File: config.mk
export PLATFORM = sky130hd
export DESIGN_NAME = tmr_pair
export DESIGN_NICKNAME = d
export VERILOG_FILES = /design/src/rtl/tmr_pkg.sv /design/src/rtl/tmr_prescale.sv /design/src/rtl/tmr_edge_sync.sv /design/src/rtl/tmr_channel.sv /design/src/rtl/tmr_pair.sv
export SDC_FILE = /design/constraint.sdc
export NUM_CORES = 1
export LEC_CHECK = 0
export BUFFER_PORTS_ARGS = -buffer_cell sky130_fd_sc_hd__buf_2
export CORE_ASPECT_RATIO = 1.4
export CORE_MARGIN = 5
export CORE_UTILIZATION = 39
export CTS_CLUSTER_SIZE = 16
export DETAILED_ROUTE_END_ITERATION = 16
export PLACE_DENSITY = 0.55
export SLEW_MARGIN = 15
export SYNTH_ARGS = -nofsm -noshare
export SYNTH_HDL_FRONTEND = slang
export SYNTH_SLANG_ARGS = --single-unit
File: constraint.sdc
create_clock -name clk -period 3.2 [get_ports clk]
set_input_delay 0 -clock clk [delete_from_list [all_inputs] [get_ports clk]]
set_output_delay 0 -clock clk [all_outputs]
set_load 0.01 [all_outputs]
File: src/rtl/tmr_pkg.sv
package tmr_pkg;
  localparam int BYTE_W = 8;

  // Per-channel configuration taken from two bits of the mode byte.
  typedef struct packed {
    logic reload_mode;
    logic ext_sel;
  } chan_cfg_t;
endpackage

File: src/rtl/tmr_prescale.sv
module tmr_prescale #(
  parameter int PRESCALE = 12,
  localparam int PW = (PRESCALE > 1) ? $clog2(PRESCALE) : 1
) (
  input  logic clk,
  input  logic rst_n,
  output logic tick
);
  localparam logic [PW-1:0] LAST = PW'(PRESCALE - 1);

  logic [PW-1:0] cnt_q;

  assign tick = (cnt_q == LAST);

  always_ff @(posedge clk) begin
    if (!rst_n)    cnt_q <= '0;
    else if (tick) cnt_q <= '0;
    else           cnt_q <= cnt_q + PW'(1);
  end
endmodule

File: src/rtl/tmr_edge_sync.sv
module tmr_edge_sync (
  input  logic clk,
  input  logic rst_n,
  input  logic tick,
  input  logic pin,
  output logic fall
);
  logic s1_q, s2_q, prev_q;

  always_ff @(posedge clk) begin
    if (!rst_n) begin
      s1_q   <= 1'b0;
      s2_q   <= 1'b0;
      prev_q <= 1'b0;
    end else begin
      s1_q <= pin;
      s2_q <= s1_q;
      if (tick) prev_q <= s2_q;
    end
  end

  // A falling edge is recognised only at a machine-cycle sample point.
  assign fall = tick & prev_q & ~s2_q;
endmodule

File: src/rtl/tmr_channel.sv
module tmr_channel
  import tmr_pkg::*;
#(
  parameter int DW = BYTE_W,
  localparam int CW = 2 * DW
) (
  input  logic          clk,
  input  logic          rst_n,
  input  logic          tick,
  input  logic          ext_fall,
  input  logic          run,
  input  chan_cfg_t     cfg,
  input  logic          wr_lo,
  input  logic          wr_hi,
  input  logic [DW-1:0] wr_data,
  input  logic          flag_clr,
  output logic          ovf_flag,
  output logic          ovf_pulse
);
  localparam logic [DW-1:0] BYTE_MAX = '1;
  localparam logic [CW-1:0] FULL_MAX = '1;

  logic [DW-1:0] lo_q, hi_q;
  logic [CW-1:0] inc;
  logic          step, lo_wrap, ovf;

  always_comb begin
    step    = run & (cfg.ext_sel ? ext_fall : tick);
    inc     = {hi_q, lo_q} + CW'(1);
    lo_wrap = (lo_q == BYTE_MAX);
    ovf     = step & (cfg.reload_mode ? lo_wrap : ({hi_q, lo_q} == FULL_MAX));
  end

  always_ff @(posedge clk) begin
    if (!rst_n) begin
      lo_q      <= '0;
      hi_q      <= '0;
      ovf_pulse <= 1'b0;
      ovf_flag  <= 1'b0;
    end else begin
      if (wr_lo)
        lo_q <= wr_data;
      else if (step)
        lo_q <= (cfg.reload_mode && lo_wrap) ? hi_q : inc[DW-1:0];

      if (wr_hi)
        hi_q <= wr_data;
      else if (step && !cfg.reload_mode)
        hi_q <= inc[CW-1:DW];

      ovf_pulse <= ovf;
      ovf_flag  <= ovf | (ovf_flag & ~flag_clr);
    end
  end
endmodule

File: src/rtl/tmr_pair.sv
module tmr_pair
  import tmr_pkg::*;
#(
  parameter int N_CH     = 2,
  parameter int PRESCALE = 12,
  parameter int DW       = BYTE_W,
  localparam int AW      = $clog2(2 * N_CH + 1),
  localparam int MW      = 2 * N_CH
) (
  input  logic            clk,
  input  logic            rst_n,
  input  logic            wr_en,
  input  logic [AW-1:0]   wr_addr,
  input  logic [DW-1:0]   wr_data,
  input  logic [N_CH-1:0] run,
  input  logic [N_CH-1:0] ev_pin,
  input  logic [N_CH-1:0] flag_clr,
  output logic [N_CH-1:0] ovf_flag,
  output logic [N_CH-1:0] ovf_pulse
);
  localparam logic [AW-1:0] MODE_ADDR = AW'(2 * N_CH);

  logic          tick;
  logic [MW-1:0] mode_q;

  always_ff @(posedge clk) begin
    if (!rst_n)
      mode_q <= '0;
    else if (wr_en && wr_addr == MODE_ADDR)
      mode_q <= wr_data[MW-1:0];
  end

  tmr_prescale #(.PRESCALE(PRESCALE)) u_pre (
    .clk   (clk),
    .rst_n (rst_n),
    .tick  (tick)
  );

  for (genvar g = 0; g < N_CH; g++) begin : g_ch
    logic      fall;
    logic      wr_lo, wr_hi;
    chan_cfg_t cfg;

    assign wr_lo = wr_en && (wr_addr == AW'(2 * g));
    assign wr_hi = wr_en && (wr_addr == AW'(2 * g + 1));
    assign cfg   = chan_cfg_t'(mode_q[2*g +: 2]);

    tmr_edge_sync u_sync (
      .clk   (clk),
      .rst_n (rst_n),
      .tick  (tick),
      .pin   (ev_pin[g]),
      .fall  (fall)
    );

    tmr_channel #(.DW(DW)) u_chan (
      .clk       (clk),
      .rst_n     (rst_n),
      .tick      (tick),
      .ext_fall  (fall),
      .run       (run[g]),
      .cfg       (cfg),
      .wr_lo     (wr_lo),
      .wr_hi     (wr_hi),
      .wr_data   (wr_data),
      .flag_clr  (flag_clr[g]),
      .ovf_flag  (ovf_flag[g]),
      .ovf_pulse (ovf_pulse[g])
    );
  end
endmodule

==> metrics.cfg <==
[run_status]
status=finished clean

[pwr]
power_mw=1.20
static-leakage-power_nw=1.09
cellPowerDensity_nw_per_um2=393
peakVddDrop_mv=0.190

[grt]
grt_first_pass_wirelength_um=11400
grt_usage=0.170
overflow=0
antenna_found_initial=0
grt_pass1_vias=2310
grt_max_degree=25

[drt]
vias=2438
drt_iter0_drc=91
drc=0
wire_per_inst_um=15.7
finalWirelength_um=7080
first_pass_iters=4
vias_per_cell=5.42
ant_nets=0

[min_path]
holdPathStages=3
min-delay-start=wr_data[6]
hold_path_class=in -> reg
holdPathEnd=g_ch[0].u_chan.lo_q[6]$_SDFFE_PN0P_

[place]
dp_slack_ns=0.933
io_buffers=23
hpwl_um=5150
finalWeightedCongestion=0.914

[timing]
setup-violations-final=0
min_period_ns=2.28
max_slew_margin=0.434
hold_viol=0
setup_tns_ns=0
skew_ns=0.0102
tightest_slew_ns=0.846
clock.fmax_mhz=438
slew_violations=0
rsz0062_at_grt=false
fin_crit_sh=0.713
final.setup.worst_slack_ns=0.917

[setup_path]
endpoint_kind=register
worstPathArrival_ns=2.49
path_max_fanout=22
r2r_setup_slack_ns=0.92
reg2reg_depth=6
worst_ep_required_time_ns=3.41
r2r-start=u_pre.cnt_q[0]$_SDFF_PP0_
crit_type=reg -> reg
r2r-end=g_ch[1].u_chan.hi_q[6]$_SDFFE_PN0P_
start_kind=register

[logic_synthesis]
synth_area_um2=2750
ys_seq_area_frac=0.364
synthTopCellsByArea=dfxtp_1 (36%), mux2i_1 (5.5%), a21oi_1 (5.1%), nand2_1 (4.9%), xor2_1 (4.8%)
syn_avg_cell_area_um2=8.18
yosysWarnings=0
syn_nets=359
synth_edf_count=0
yosysUniqueCellTypes=49
async_reset_ff_frac=0
synth_top_area_share=0.364
syn_inst=336
ys_ff_latch=50
synthFlopType=dfxtp_1
yosysTopAreaCell=dfxtp_1

[floorplan]
coreArea_um2=6940
die_area_um2=8850
rows=36
die_w_um=81.0
dieHeight_um=109
initial_core_util=0.396
num_io_pins=24

[run]
cap_violations=0

[clock_network]
htree_levels=2
path_clk_slew_ns=0.09
tritoncts=yes
cts-buffers-inserted=5
clockRootBuffer=clkbuf_8
clock_latency_ns=0.30
clockBufferDepth=2
cts.sinks=50

[layout]
n_antenna_cell=0
final_nets=377
layout-drive-gt1-share=0.107
areaGrowthSynthToFinish_pct=11.0

[kinds of logic after synthesis]
group                      synth area share
AOI/OAI and AO/OA                     0.188
xor gates and xnor gates             0.0605
adders and majority gates            0.0137
buffers and inverters                0.0437
DFF                                   0.364
muxes                                0.0587
and+or+nand+nor                       0.271
[synth_stat cells, drive strengths merged, types with 3 or more instances]
cell type  instances
buf                9
xor2              15
mux2i             15
o21a               3
and2              11
a211oi             4
inv                4
a21oi             29
nand2b             4
ha                 3
xnor2              4
nand4             14
nand3             25
nand2             36
and3               5
o211ai             3
nor2b              4
dfxtp             50
o32ai              4
o221ai             3
nor2              30
clkbuf            10
o21ai             26
[layout make-up]
type	count	area, um2
Sequential cell	50	1000
Multi-Input combinational cell	263	1630
Tap cell	95	119
Clock inverter	1	30.0
Inverter	4	15.0
Timing Repair Buffer	30	183
Clock buffer	7	76.3
Fill cell	737	3880
[cell usage in the layout, fill, tap and decap left out, drive strengths merged, types with 5 or more instances in the layout]
master | Yosys | final
dfxtp | 50 | 50
nand2 | 36 | 36
nor2 | 30 | 30
a21oi | 29 | 29
o21ai | 26 | 26
nand3 | 25 | 25
buf | 9 | 24
xor2 | 15 | 15
mux2i | 15 | 15
nand4 | 14 | 14
and2 | 11 | 11
clkbuf | 10 | 7
dlygate4sd3 | 0 | 6
and3 | 5 | 5
[where the power goes]
part           leakage, nW  internal [mW]  switching, mW  total [mW]
Sequential           0.406          0.641         0.0221       0.663
Clock               0.0524          0.234          0.209       0.443
Combinational        0.632         0.0401         0.0522      0.0923
Total                 1.09          0.915          0.283        1.20
[sequential cells by signal, summed over array words and instances, names as in the netlist]
signal                 flops
g_ch.u_chan.lo_q          16
g_ch.u_sync.s2_q           2
mode_q                     4
u_pre.cnt_q                4
g_ch.u_chan.ovf_flag       2
g_ch.u_chan.ovf_pulse      2
g_ch.u_chan.hi_q          16
g_ch.u_sync.s1_q           2
g_ch.u_sync.prev_q         2
[worst max-delay path by stage]
stage | from | endpoint | depth (start not counted)
2_1_floorplan | g_ch[0].u_chan.lo_q[0]$_SDFFE_PN0P_ | g_ch[0].u_chan.lo_q[3]$_SDFFE_PN0P_ | 6
3_3_place_gp | u_pre.cnt_q[0]$_SDFF_PP0_ | g_ch[1].u_chan.hi_q[6]$_SDFFE_PN0P_ | 6
3_5_place_dp | u_pre.cnt_q[0]$_SDFF_PP0_ | g_ch[1].u_chan.hi_q[6]$_SDFFE_PN0P_ | 6
4_1_cts | u_pre.cnt_q[0]$_SDFF_PP0_ | g_ch[1].u_chan.hi_q[6]$_SDFFE_PN0P_ | 6
5_1_grt | u_pre.cnt_q[0]$_SDFF_PP0_ | g_ch[1].u_chan.hi_q[6]$_SDFFE_PN0P_ | 6
6_report | u_pre.cnt_q[0]$_SDFF_PP0_ | g_ch[1].u_chan.hi_q[6]$_SDFFE_PN0P_ | 6
[stage by stage]
stage          hold slack [ns]  area [um2]  utilization  std cells
2_1_floorplan            0.127        2750            -        336
3_3_place_gp             0.207        2890        0.416        436
3_5_place_dp             0.210        2890        0.416        436
4_1_cts                0.00981        3050        0.440        450
5_1_grt                 0.0382        3050        0.440        450
6_report                0.0154        3050        0.440        450
[layer usage]
layer  vias to the layer above  wire length (um)  global-route usage
li1                       1243                 -                   -
met1                      1134              2970               0.195
met2                        40              3630               0.297
met3                        21               159              0.0221
met4                         0               326              0.0966
met5                         -                 0                   0
[worst max-delay path: stages (launching register included)]
cell and delay (ns):
dfxtp_1 0.36, ha_1 0.25, nand3b_2 0.19, a211oi_4 0.76, nand3_1 0.20, xnor2_1 0.18
a211oi_1 0.25
[timing repair]
action | CTS | global route
endpoints found under the setup margin | 0 | 0
setup buffers | 0 | 0
hold endpoints to repair | 6 | 0
hold buffers | 6 | 0
gates resized for setup | 0 | 0
Note: power is estimated with default switching activity, not from simulation.
